==> src/rtl/gpio_irq_pkg.sv <==
package gpio_irq_pkg;
  localparam int TRIG_W = 3;
  localparam int PINS_PER_TREG = 8;

  localparam logic [2:0] TRIG_HIGH = 3'd0;
  localparam logic [2:0] TRIG_LOW  = 3'd1;
  localparam logic [2:0] TRIG_RISE = 3'd2;
  localparam logic [2:0] TRIG_FALL = 3'd3;
  localparam logic [2:0] TRIG_ANY  = 3'd4;

  localparam logic [7:0] OFS_OUT  = 8'h00;
  localparam logic [7:0] OFS_DIR  = 8'h04;
  localparam logic [7:0] OFS_IN   = 8'h08;
  localparam logic [7:0] OFS_STAT = 8'h0C;
  localparam logic [7:0] OFS_TLO  = 8'h10;
  localparam logic [7:0] OFS_THI  = 8'h14;
endpackage

==> src/rtl/gpio_sync.sv <==
module gpio_sync #(
  parameter int W = 16
) (
  input  logic         clk,
  input  logic         rst,
  input  logic [W-1:0] d,
  output logic [W-1:0] q
);
  logic [W-1:0] meta_q;

  always_ff @(posedge clk) begin
    if (rst) begin
      meta_q <= '0;
      q      <= '0;
    end else begin
      meta_q <= d;
      q      <= meta_q;
    end
  end
endmodule

==> src/rtl/gpio_trig.sv <==
module gpio_trig
  import gpio_irq_pkg::*;
(
  input  logic       clk,
  input  logic       rst,
  input  logic       cur,
  input  logic [2:0] code,
  output logic       hit
);
  logic prev_q;

  always_ff @(posedge clk) begin
    if (rst) prev_q <= 1'b0;
    else     prev_q <= cur;
  end

  always_comb begin
    case (code)
      TRIG_HIGH: hit = cur;
      TRIG_LOW:  hit = ~cur;
      TRIG_RISE: hit = cur & ~prev_q;
      TRIG_FALL: hit = ~cur & prev_q;
      TRIG_ANY:  hit = cur ^ prev_q;
      default:   hit = 1'b0;
    endcase
  end
endmodule

==> src/rtl/gpio_status.sv <==
module gpio_status #(
  parameter int W = 16
) (
  input  logic         clk,
  input  logic         rst,
  input  logic [W-1:0] set,
  input  logic [W-1:0] clr,
  output logic [W-1:0] q
);
  // a detection in the clearing cycle wins so no event is lost
  always_ff @(posedge clk) begin
    if (rst) q <= '0;
    else     q <= (q & ~clr) | set;
  end
endmodule

==> src/rtl/gpio_irq_unit.sv <==
module gpio_irq_unit
  import gpio_irq_pkg::*;
#(
  parameter int NPIN = 16,
  parameter int AW   = 8,
  parameter int DW   = 32
) (
  input  logic            clk,
  input  logic            rst,
  input  logic            wr_en,
  input  logic [AW-1:0]   addr,
  input  logic [DW-1:0]   wdata,
  output logic [DW-1:0]   rdata,
  input  logic [NPIN-1:0] pad_in,
  output logic [NPIN-1:0] pad_out,
  output logic [NPIN-1:0] pad_oe,
  output logic [NPIN-1:0] irq
);
  localparam int FW   = TRIG_W * PINS_PER_TREG;
  localparam int NTRG = (NPIN + PINS_PER_TREG - 1) / PINS_PER_TREG;

  logic [NPIN-1:0] out_q;
  logic [NPIN-1:0] dir_q;
  logic [FW-1:0]   typ_q [2];
  logic [NPIN-1:0] in_sync;
  logic [NPIN-1:0] hit;
  logic [NPIN-1:0] clr;
  logic [NPIN-1:0] stat_q;
  logic [DW-1:0]   rd_mux;
  logic            unused_wbits;

  assign unused_wbits = ^wdata[DW-1:FW];

  always_ff @(posedge clk) begin
    if (rst) begin
      out_q    <= '0;
      dir_q    <= '1;
      typ_q[0] <= '1;
      typ_q[1] <= '1;
    end else if (wr_en) begin
      case (addr)
        AW'(OFS_OUT): out_q    <= wdata[NPIN-1:0];
        AW'(OFS_DIR): dir_q    <= wdata[NPIN-1:0];
        AW'(OFS_TLO): typ_q[0] <= wdata[FW-1:0];
        AW'(OFS_THI): typ_q[1] <= wdata[FW-1:0];
        default: ;
      endcase
    end
  end

  gpio_sync #(.W(NPIN)) u_sync (
    .clk(clk), .rst(rst), .d(pad_in), .q(in_sync)
  );

  for (genvar p = 0; p < NPIN; p++) begin : g_pin
    logic [2:0] code;
    assign code = typ_q[p / PINS_PER_TREG][(p % PINS_PER_TREG) * TRIG_W +: TRIG_W];
    gpio_trig u_trig (
      .clk(clk), .rst(rst), .cur(in_sync[p]), .code(code), .hit(hit[p])
    );
  end

  assign clr = (wr_en && addr == AW'(OFS_STAT)) ? wdata[NPIN-1:0] : '0;

  gpio_status #(.W(NPIN)) u_stat (
    .clk(clk), .rst(rst), .set(hit), .clr(clr), .q(stat_q)
  );

  always_comb begin
    case (addr)
      AW'(OFS_OUT):  rd_mux = {{(DW-NPIN){1'b0}}, out_q};
      AW'(OFS_DIR):  rd_mux = {{(DW-NPIN){1'b0}}, dir_q};
      AW'(OFS_IN):   rd_mux = {{(DW-NPIN){1'b0}}, in_sync};
      AW'(OFS_STAT): rd_mux = {{(DW-NPIN){1'b0}}, stat_q};
      AW'(OFS_TLO):  rd_mux = {{(DW-FW){1'b0}}, typ_q[0]};
      AW'(OFS_THI):  rd_mux = {{(DW-FW){1'b0}}, typ_q[NTRG-1]};
      default:       rd_mux = '0;
    endcase
  end

  always_ff @(posedge clk) begin
    if (rst) rdata <= '0;
    else     rdata <= rd_mux;
  end

  assign pad_out = out_q;
  assign pad_oe  = ~dir_q;
  assign irq     = stat_q;
endmodule

==> config.mk <==
export PLATFORM = sky130hd
export DESIGN_NAME = gpio_irq_unit
export DESIGN_NICKNAME = d
export VERILOG_FILES = /design/src/rtl/gpio_irq_pkg.sv /design/src/rtl/gpio_sync.sv /design/src/rtl/gpio_trig.sv /design/src/rtl/gpio_status.sv /design/src/rtl/gpio_irq_unit.sv
export SDC_FILE = /design/constraint.sdc
export NUM_CORES = 1
export LEC_CHECK = 0
export BUFFER_PORTS_ARGS = -buffer_cell sky130_fd_sc_hd__buf_2
export CORE_MARGIN = 1.5
export CORE_UTILIZATION = 60
export DETAILED_ROUTE_END_ITERATION = 6
export PLACE_DENSITY_LB_ADDON = 0.12
export RECOVER_POWER = 100
export SLEW_MARGIN = 0
export SYNTH_ARGS = -nofsm -noshare
export SYNTH_HDL_FRONTEND = slang
export SYNTH_SLANG_ARGS = --single-unit
==> constraint.sdc <==
create_clock -name clk -period 2.95 [get_ports clk]
set_input_delay 0 -clock clk [delete_from_list [all_inputs] [get_ports clk]]
set_output_delay 0 -clock clk [all_outputs]
set_load 0.005 [all_outputs]
==> results.py, run 1 <==
metrics = {
    "cts": {
        "clockRootBuffer": "clkbuf_16",
        "cts_tree": "built",
        "numCtsBuffers": 17,
        "cts_max_path_buffers": 2,
        "cts_setup_buffers": 0,
        "cts.clk_slew.worst_paths_ps": 60,
        "clk_latency_ps": 430,
        "cts.sinks": 168,
        "htreeDepth": 4,
    },
    "timing": {
        "fmax_mhz": 428,
        "relSlewSlack_pct": -39.9,
        "drv_slew": 99,
        "hold_viol_final": 0,
        "tightest_slew_ps": 2100,
        "clock_skew_ps": 4.89,
        "period_share_pct": 79.1,
        "setup_tns_ps": 0,
        "finalSetupViolCount": 0,
        "rsz0062_at_grt": "false",
        "fin_crit_ps": 2330,
        "whs_ps": 131,
    },
    "finish": {
        "n_antenna_cell": 0,
        "nNetsFinal": 942,
        "layout_commonest_cell": "dfxtp_1",
        "most-common-layout-cells": "dfxtp_1 (120), inv_1 (80), buf_2 (80)",
        "drive_above_1_share_pct": 18.4,
        "syn_to_final_growth_pct": 20.4,
        "fin_util_pct": 73.7,
        "final_cell_area_um2": 9260,
    },
    "logic_synthesis": {
        "synthArstFlopShare_pct": 0,
        "synth_cell_types": 44,
        "synth_cells": 703,
        "synth_edf_count": 48,
        "synth-main-ff-cell": "dfxtp_1",
        "synth_area_leaders": "dfxtp_1 (31%), edfxtp_1 (19%), ha_1 (5.2%)",
        "yosys.area.top_type_share_pct": 31.2,
        "ys_seq_area_share_pct": 50.0,
        "netlist_area_um2": 7690,
        "synth_seq_cells": 168,
        "yosysTopAreaCell": "dfxtp_1",
        "syn_avg_cell_area_um2": 10.9,
        "synth_warnings": 0,
    },
    "setup_path": {
        "reg2reg_from": "g_pin[7].u_trig.prev_q",
        "critPathKind": "primary input to flop",
        "ff2ff_setup_slack_ps": 1460,
        "worstPathRequired_ps": 3270,
        "r2r_cells": 4,
        "cp.arrival_ps": 2660,
        "cp-startpoint": "addr[5]",
        "cp_max_fo": 20,
        "reg2reg_to": "u_stat.q[7]",
        "end_kind": "flop",
        "cp-start-kind": "primary input",
    },
    "drt": {
        "post-route-drc-count": 0,
        "vias": 6274,
        "avgViaCountPerCell": 6.06,
        "first_pass_iters": 5,
        "routedWlPerCell_um": 19.9,
        "drt_wl_total_um": 20700,
        "drt_iter0_drc": 649,
        "ant_nets": 0,
    },
    "placement": {
        "hpwlAfterDp_um": 13300,
        "place_congestion": 0.847,
        "numPortBuffers": 122,
        "placed_area_um2": 8400,
    },
    "floorplanning": {
        "ios": 139,
        "die_area_um2": 13500,
        "die_height_um": 116,
        "start_util_pct": 61.2,
        "fp-row-count": 41,
        "core_region_area_um2": 12600,
        "die_w_um": 116,
    },
    "power": {
        "vdd_ir_drop_max_mv": 0.439,
        "p_total_mw": 5.16,
        "leakagePower_nw": 3.76,
        "cellPowerDensity_nw_per_um2": 557,
    },
    "job": {
        "maxCapViolations": 1,
    },
    "global_route": {
        "grt_pass1_wl_um": 31600,
        "track_usage_pct": 31.4,
        "antenna_found_initial": 0,
        "grt_max_degree": 99,
        "grt_pass1_vias": 6180,
        "gr-total-overflow": 0,
    },
    "status": {
        "violations": "capacitance limit, slew limit",
        "status": "finished with violations",
    },
    "hold_path": {
        "hold_class": "primary input to flop",
        "hold_depth": 2,
        "min_to": "typ_q[0][38]",
        "min_from": "wr_en",
    },
}
==> report_power, final <==
| group | total, mW | internal [mW] | leakage, nW | switching [mW] |
|---|---|---|---|---|
| clock network | 2.17 | 1.31 | 0.284 | 0.866 |
| registers | 2.54 | 2.46 | 1.46 | 0.0856 |
| logic | 0.446 | 0.202 | 2.02 | 0.244 |
| total | 5.16 | 3.97 | 3.76 | 1.20 |
==> critical path, cell delays in order <==
cell,delay [ps]
clkbuf_1,150
nor4_4,310
clkbuf_1,860
nand3_1,890
o21ai_0,440
==> area by class of cell <==
| cell class | instances | area [um2] |
|---|---|---|
| repair buffers | 177 | 1090 |
| fillers | 909 | 3300 |
| clock buffers | 19 | 433 |
| multi-input cells | 407 | 3240 |
| clock inverters | 13 | 135 |
| inverters | 80 | 300 |
| well taps | 172 | 215 |
| flip-flops and latches | 168 | 3840 |
==> stage by stage <==
step / cells / setup WS [ps]
2_1_floorplan: 710 / 1380
3_3_place_gp: 964 / 798
3_5_place_dp: 964 / 809
4_1_cts: 1036 / 1150
5_1_grt: 1036 / 532
6_report: 1036 / 616
==> synth_stat cells, types with 18 or more instances <==
| cell | n |
|---|---|
| mux2i_1 | 33 |
| ha_1 | 32 |
| clkbuf_1 | 23 |
| dfxtp_1 | 120 |
| inv_1 | 80 |
| nor2_1 | 30 |
| a21oi_1 | 23 |
| nand4_1 | 32 |
| edfxtp_1 | 48 |
| nor2b_1 | 32 |
| nand3_1 | 18 |
| o31ai_1 | 23 |
| o21ai_0 | 24 |
==> cell families (layout without fill, tap and decap cells) <==
logic type | after synthesis | after routing | share of synthesized area [%]
simple gates | 169 | 169 | 13.6
flops | 168 | 168 | 50.0
buf+inv | 135 | 289 | 7.81
compound gates | 129 | 129 | 11.9
mux | 55 | 55 | 9.86
fa+ha+maj | 32 | 32 | 5.20
xor+xnor | 14 | 14 | 1.59
other cells | 1 | 8 | 0.0487
==> sequential cells by signal, summed over array words and instances (netlist names) <==
name and flops:
u_stat.q 16, u_sync.meta_q 16, dir_q 16, g_pin.u_trig.prev_q 16, typ_q 48, pad_out 16, rdata 24, u_sync.q 16
==> per-layer routing <==
layer	share of wire (%)	GRT usage (%)	up-vias
met2	48	51.9	388
li1	-	-	2833
met4	3.4	15.1	0
met5	0	0	-
met1	40	39.5	2981
met3	8.5	6.80	72
==> worst max path at each step <==
| stage | endpoint | slack, ps |
|---|---|---|
| after floorplan | typ_q[0][0] | 1380 |
| after global placement | typ_q[0][43] | 800 |
| after detailed placement | typ_q[0][42] | 810 |
| after CTS | u_stat.q[3] | 1150 |
| after global routing | typ_q[0][42] | 530 |
| final | rdata[6] | 620 |
==> timing repair <==
action                    4_1_cts  5_1_grt
hold buffers                   40        0
hold endpoints to repair       76        0
gates resized for setup         0        0
No activity file was read; power rests on OpenSTA's default activity.
==> inputs of run 2 (changes only) <==
--- a/config.mk
+++ b/config.mk
@@ -7,7 +7,7 @@
 export LEC_CHECK = 0
 export BUFFER_PORTS_ARGS = -buffer_cell sky130_fd_sc_hd__buf_2
 export CORE_MARGIN = 1.5
-export CORE_UTILIZATION = 60
+export CORE_UTILIZATION = 50
 export DETAILED_ROUTE_END_ITERATION = 6
 export PLACE_DENSITY_LB_ADDON = 0.12
 export RECOVER_POWER = 100
==> constraint.sdc (replaced) <==
create_clock -name clk -period 2 [get_ports clk]
set_input_delay 0 -clock clk [delete_from_list [all_inputs] [get_ports clk]]
set_output_delay 0 -clock clk [all_outputs]
set_load 0.005 [all_outputs]
==> results.py, run 2 (synthesis results as in run 1) <==
metrics = {
    "drt": {
        "drt_wl_total_um": 20600,
        "vias": 6181,
        "post-route-drc-count": 0,
        "drt_iter0_drc": 582,
        "avgViaCountPerCell": 5.84,
        "first_pass_iters": 5,
        "routedWlPerCell_um": 19.4,
        "ant_nets": 0,
    },
    "timing": {
        "whs_ps": 158,
        "finalSetupViolCount": 0,
        "relSlewSlack_pct": 18.6,
        "fmax_mhz": 635,
        "drv_slew": 0,
        "period_share_pct": 78.7,
        "clock_skew_ps": 6.41,
        "tightest_slew_ps": 1220,
        "rsz0062_at_grt": "false",
        "setup_tns_ps": 0,
        "fin_crit_ps": 1570,
        "hold_viol_final": 0,
    },
    "finish": {
        "n_antenna_cell": 0,
        "fin_util_pct": 62.3,
        "syn_to_final_growth_pct": 22.2,
        "nNetsFinal": 949,
        "layout_commonest_cell": "dfxtp_1",
        "drive_above_1_share_pct": 21.1,
        "reg.largest.list": "typ_q: 48 flops, rdata: 24 flops",
        "most-common-layout-cells": "dfxtp_1 (120), buf_2 (95), inv_1 (80)",
        "regMostFlops": "typ_q",
        "fill_cells": 1259,
        "largest_reg_flops": 48,
    },
    "global_route": {
        "grt_pass1_wl_um": 31600,
        "grt_max_degree": 59,
        "grt_pass1_vias": 6010,
        "gr-total-overflow": 0,
        "track_usage_pct": 25.8,
        "antenna_found_initial": 0,
    },
    "floorplanning": {
        "core_region_area_um2": 15100,
        "ios": 139,
        "die_area_um2": 16100,
        "die_w_um": 127,
        "start_util_pct": 51.0,
        "die_height_um": 127,
        "fp-row-count": 45,
    },
    "power": {
        "p_total_mw": 7.69,
        "vdd_ir_drop_max_mv": 0.754,
        "leakagePower_nw": 3.87,
        "cellPowerDensity_nw_per_um2": 818,
    },
    "job": {
        "maxCapViolations": 0,
    },
    "cts": {
        "numCtsBuffers": 17,
        "cts.repair.resized": 0,
        "clk_latency_ps": 430,
        "cts_tree": "built",
        "htreeDepth": 4,
        "cts.clk_slew.worst_paths_ps": 60,
        "cts_max_path_buffers": 2,
        "cts.sinks": 168,
        "clockRootBuffer": "clkbuf_16",
    },
    "setup_path": {
        "critPathTopFamily": "simple AND/OR/NAND/NOR gates",
        "end_kind": "flop",
        "reg2reg_to": "u_stat.q[14]",
        "cp_max_fo": 9,
        "ff2ff_setup_slack_ps": 590,
        "r2r_cells": 5,
        "cp-start-kind": "primary input",
        "cpPeakStageDelay_ps": 420,
        "cp_cell_sequence": "buf_2, nor4b_1, clkbuf_1, nand3_1, or2_2",
        "cp_slowest_cell": "clkbuf_1",
        "critPathKind": "primary input to flop",
        "reg2reg_from": "u_sync.q[14]",
        "cp.arrival_ps": 1740,
        "worstPathRequired_ps": 2170,
        "worstPathBufferInverterCount": 2,
    },
    "hold_path": {
        "hold_class": "primary input to flop",
        "min_to": "pad_out[4]",
        "min_from": "addr[6]",
        "hold_depth": 5,
    },
    "placement": {
        "numPortBuffers": 122,
        "hpwlAfterDp_um": 13600,
        "place_congestion": 0.807,
    },
    "status": {
        "status": "finished clean",
    },
}
==> run 2: worst register-to-register path, cell delays in order, from the launching register on <==
cell and delay (ps):
dfxtp_1 400, inv_1 80, ha_1 170, mux2_2 260
a32oi_1 200, a31oi_1 120
==> run 2: layout make-up <==
class                   count  area, um2  area share (%)
clock buffers              24        493            5.24
repair buffers            184       1160            12.4
multi-input cells         407       3270            34.8
clock inverters             8       93.8           0.998
well taps                 188        235            2.50
inverters                  80        300            3.19
flip-flops and latches    168       3840            40.9
==> run 2: worst max-delay path by stage <==
| stage | startpoint | to | slack, ps | cells after the start |
|---|---|---|---|---|
| 2_1_floorplan | addr[2] | typ_q[0][0] | 430 | 4 |
| 3_3_place_gp | addr[5] | u_stat.q[0] | 310 | 4 |
| 3_5_place_dp | addr[5] | u_stat.q[2] | 280 | 4 |
| 4_1_cts | u_sync.q[10] | u_stat.q[10] | 610 | 5 |
| 5_1_grt | addr[4] | typ_q[0][2] | 280 | 5 |
| 6_report | addr[3] | typ_q[0][16] | 430 | 5 |
==> run 2: what timing repair did <==
item / 4_1_cts / 5_1_grt
hold endpoints to repair: 80 / 0
hold buffers: 40 / 0
buffers inserted: 0 / 0
setup endpoints to repair: 0 / 0
==> run 2: through the flow <==
| step | instance area, um2 | std cells | worst slack, ps |
|---|---|---|---|
| floorplan | 7720 | 710 | 430 |
| global placement | 8480 | 987 | 311 |
| detailed placement | 8480 | 987 | 282 |
| CTS | 9470 | 1059 | 606 |
| global route | 9400 | 1059 | 282 |
| finish | 9400 | 1059 | 425 |
==> run 2: metal layers <==
layer	vias to the layer above	track usage [%]	share of wire [%]	wire length (um)
met5	-	0	0	0
met1	2995	32.9	42	8730
li1	2853	-	-	-
met4	0	12.0	3.1	644
met2	289	43.1	47	9770
met3	44	4.44	7.0	1440
==> run 2: power by group <==
part	switching [mW]	internal (mW)	total, mW
Sequential	0.125	3.62	3.75
Combinational	0.358	0.306	0.664
Clock	1.31	1.97	3.28
Total	1.79	5.90	7.69
==> inputs of run 3 (changes only) <==
--- a/config.mk
+++ b/config.mk
@@ -7,7 +7,7 @@
 export LEC_CHECK = 0
 export BUFFER_PORTS_ARGS = -buffer_cell sky130_fd_sc_hd__buf_2
 export CORE_MARGIN = 1.5
-export CORE_UTILIZATION = 50
+export CORE_UTILIZATION = 56
 export DETAILED_ROUTE_END_ITERATION = 6
 export PLACE_DENSITY_LB_ADDON = 0.12
 export RECOVER_POWER = 100
==> constraint.sdc (replaced) <==
create_clock -name clk -period 1.48 [get_ports clk]
set_input_delay 0 -clock clk [delete_from_list [all_inputs] [get_ports clk]]
set_output_delay 0 -clock clk [all_outputs]
set_load 0.005 [all_outputs]
==> results.py, run 3 (synthesis results as in run 1) <==
metrics = {
    "power": {
        "vdd_ir_drop_max_mv": 0.879,
        "leakagePower_nw": 3.96,
        "cellPowerDensity_nw_per_um2": 1120,
    },
    "setup_path": {
        "cp_max_fo": 2,
        "worstPathRequired_ps": 1830,
        "cp_cell_sequence": "inv_1, ha_1, or4_1, a41oi_1",
        "ff2ff_setup_slack_ps": 90,
        "cp_slowest_cell": "or4_1",
        "cp-start-kind": "flop",
        "cp.arrival_ps": 1740,
        "reg2reg_to": "u_stat.q[7]",
        "r2r_cells": 4,
        "cp-startpoint": "g_pin[7].u_trig.prev_q",
        "reg2reg_from": "g_pin[7].u_trig.prev_q",
        "end_kind": "flop",
        "cpPeakStageDelay_ps": 500,
        "critPathKind": "flop to flop",
    },
    "finish": {
        "fill_cells": 990,
        "layout_commonest_cell": "dfxtp_1",
        "most-common-layout-cells": "dfxtp_1 (118), buf_2 (90), inv_1 (80)",
        "largest_reg_flops": 48,
        "reg.largest.list": "typ_q: 48 flops, rdata: 24 flops",
        "final_cell_area_um2": 9630,
        "fin_util_pct": 72.1,
        "syn_to_final_growth_pct": 25.2,
        "nNetsFinal": 962,
        "fin_cells": 1061,
        "drive_above_1_share_pct": 21.9,
        "regMostFlops": "typ_q",
    },
    "placement": {
        "placed_area_um2": 8680,
        "numPortBuffers": 122,
        "place_congestion": 0.841,
        "hpwlAfterDp_um": 13500,
        "dp_cells": 988,
    },
    "drt": {
        "ant_nets": 0,
        "drt_iter0_drc": 593,
        "vias": 6264,
        "avgViaCountPerCell": 5.90,
        "drt_wl_total_um": 20400,
        "post-route-drc-count": 0,
        "routedWlPerCell_um": 19.2,
        "first_pass_iters": 5,
    },
    "floorplanning": {
        "fp-row-count": 42,
        "die_w_um": 120,
        "die_height_um": 120,
        "die_area_um2": 14500,
        "ios": 139,
        "core_region_area_um2": 13300,
        "start_util_pct": 57.6,
    },
    "hold_path": {
        "min_from": "rst",
        "hold_class": "primary input to flop",
        "min_to": "g_pin[8].u_trig.prev_q",
        "hold_depth": 3,
    },
    "timing": {
        "setup_tns_ps": 0,
        "whs_ps": 97.4,
        "relSlewSlack_pct": 59.6,
        "clock_skew_ps": 6.20,
        "hold_viol_final": 0,
        "fmax_mhz": 720,
        "fin_crit_ps": 1390,
        "period_share_pct": 93.9,
        "finalSetupViolCount": 0,
        "tightest_slew_ps": 606,
        "rsz0062_at_grt": "false",
        "drv_slew": 0,
    },
    "cts": {
        "cts.sinks": 168,
        "cts_max_path_buffers": 2,
        "clk_latency_ps": 430,
        "numCtsBuffers": 17,
        "htreeDepth": 4,
        "clockRootBuffer": "clkbuf_16",
        "cts.clk_slew.worst_paths_ps": 60,
        "cts_setup_buffers": 0,
        "cts_tree": "built",
    },
    "status": {
        "status": "finished clean",
    },
    "global_route": {
        "antenna_found_initial": 0,
        "grt_pass1_wl_um": 32200,
        "grt_pass1_vias": 6132,
        "grt_max_degree": 99,
        "gr-total-overflow": 0,
        "track_usage_pct": 29.1,
    },
    "job": {
        "maxCapViolations": 0,
    },
}
[run 3: worst max-delay path by stage]
stage | cells past startpoint | endpoint | slack (ps)
after floorplan | 4 | typ_q[0][0] | 70
after global placement | 5 | u_stat.q[4] | 9
after detailed placement | 5 | u_stat.q[4] | -20
after CTS | 5 | u_stat.q[10] | 60
after global routing | 5 | typ_q[0][25] | 10
final | 4 | u_stat.q[7] | 90
[run 3: worst max-delay path, delay by kind of cell, from the launching register on]
kind                       cells  cell delay (ps)
and+or+nand+nor                1              500
DFF                            1              340
adders and majority gates      1              270
AOI/OAI and AO/OA              1              150
buffers and inverters          1               50
[run 3: layout make-up]
type / count / area [um2] / area share, %
clock buffers: 21 / 472 / 4.90
flip-flops and latches: 168 / 3850 / 39.9
multi-input cells: 407 / 3270 / 34.0
well taps: 176 / 220 / 2.29
repair buffers: 197 / 1350 / 14.0
inverters: 80 / 300 / 3.12
diodes: 1 / 2.50 / 0.0260
clock inverters: 11 / 169 / 1.75
[run 3: what timing repair did]
item,4_1_cts,5_1_grt
endpoints found under the setup margin,0,2
gates resized for setup,0,2
hold buffers,40,0
hold endpoints to repair,80,0
[run 3: routing by layer]
metal | vias up | wire [um] | GRT usage, %
met5 | - | 0 | 0
met4 | 0 | 607 | 12.1
met3 | 49 | 1720 | 5.75
met2 | 339 | 9910 | 47.9
met1 | 2999 | 8180 | 37.7
li1 | 2877 | - | -
[run 3: power breakdown]
group	internal, mW	total [mW]	switching, mW	leakage (nW)
Combinational	0.451	0.941	0.490	2.20
Sequential	4.90	5.07	0.175	1.46
Clock	2.96	4.77	1.81	0.290
[run 3: through the flow]
step                setup WS, ps  total power, mW
CTS                         63.3             10.8
finish                      90.7             10.8
floorplan                   66.0             5.64
global placement            9.46             5.99
detailed placement         -18.2             6.03
global route                12.7             11.1
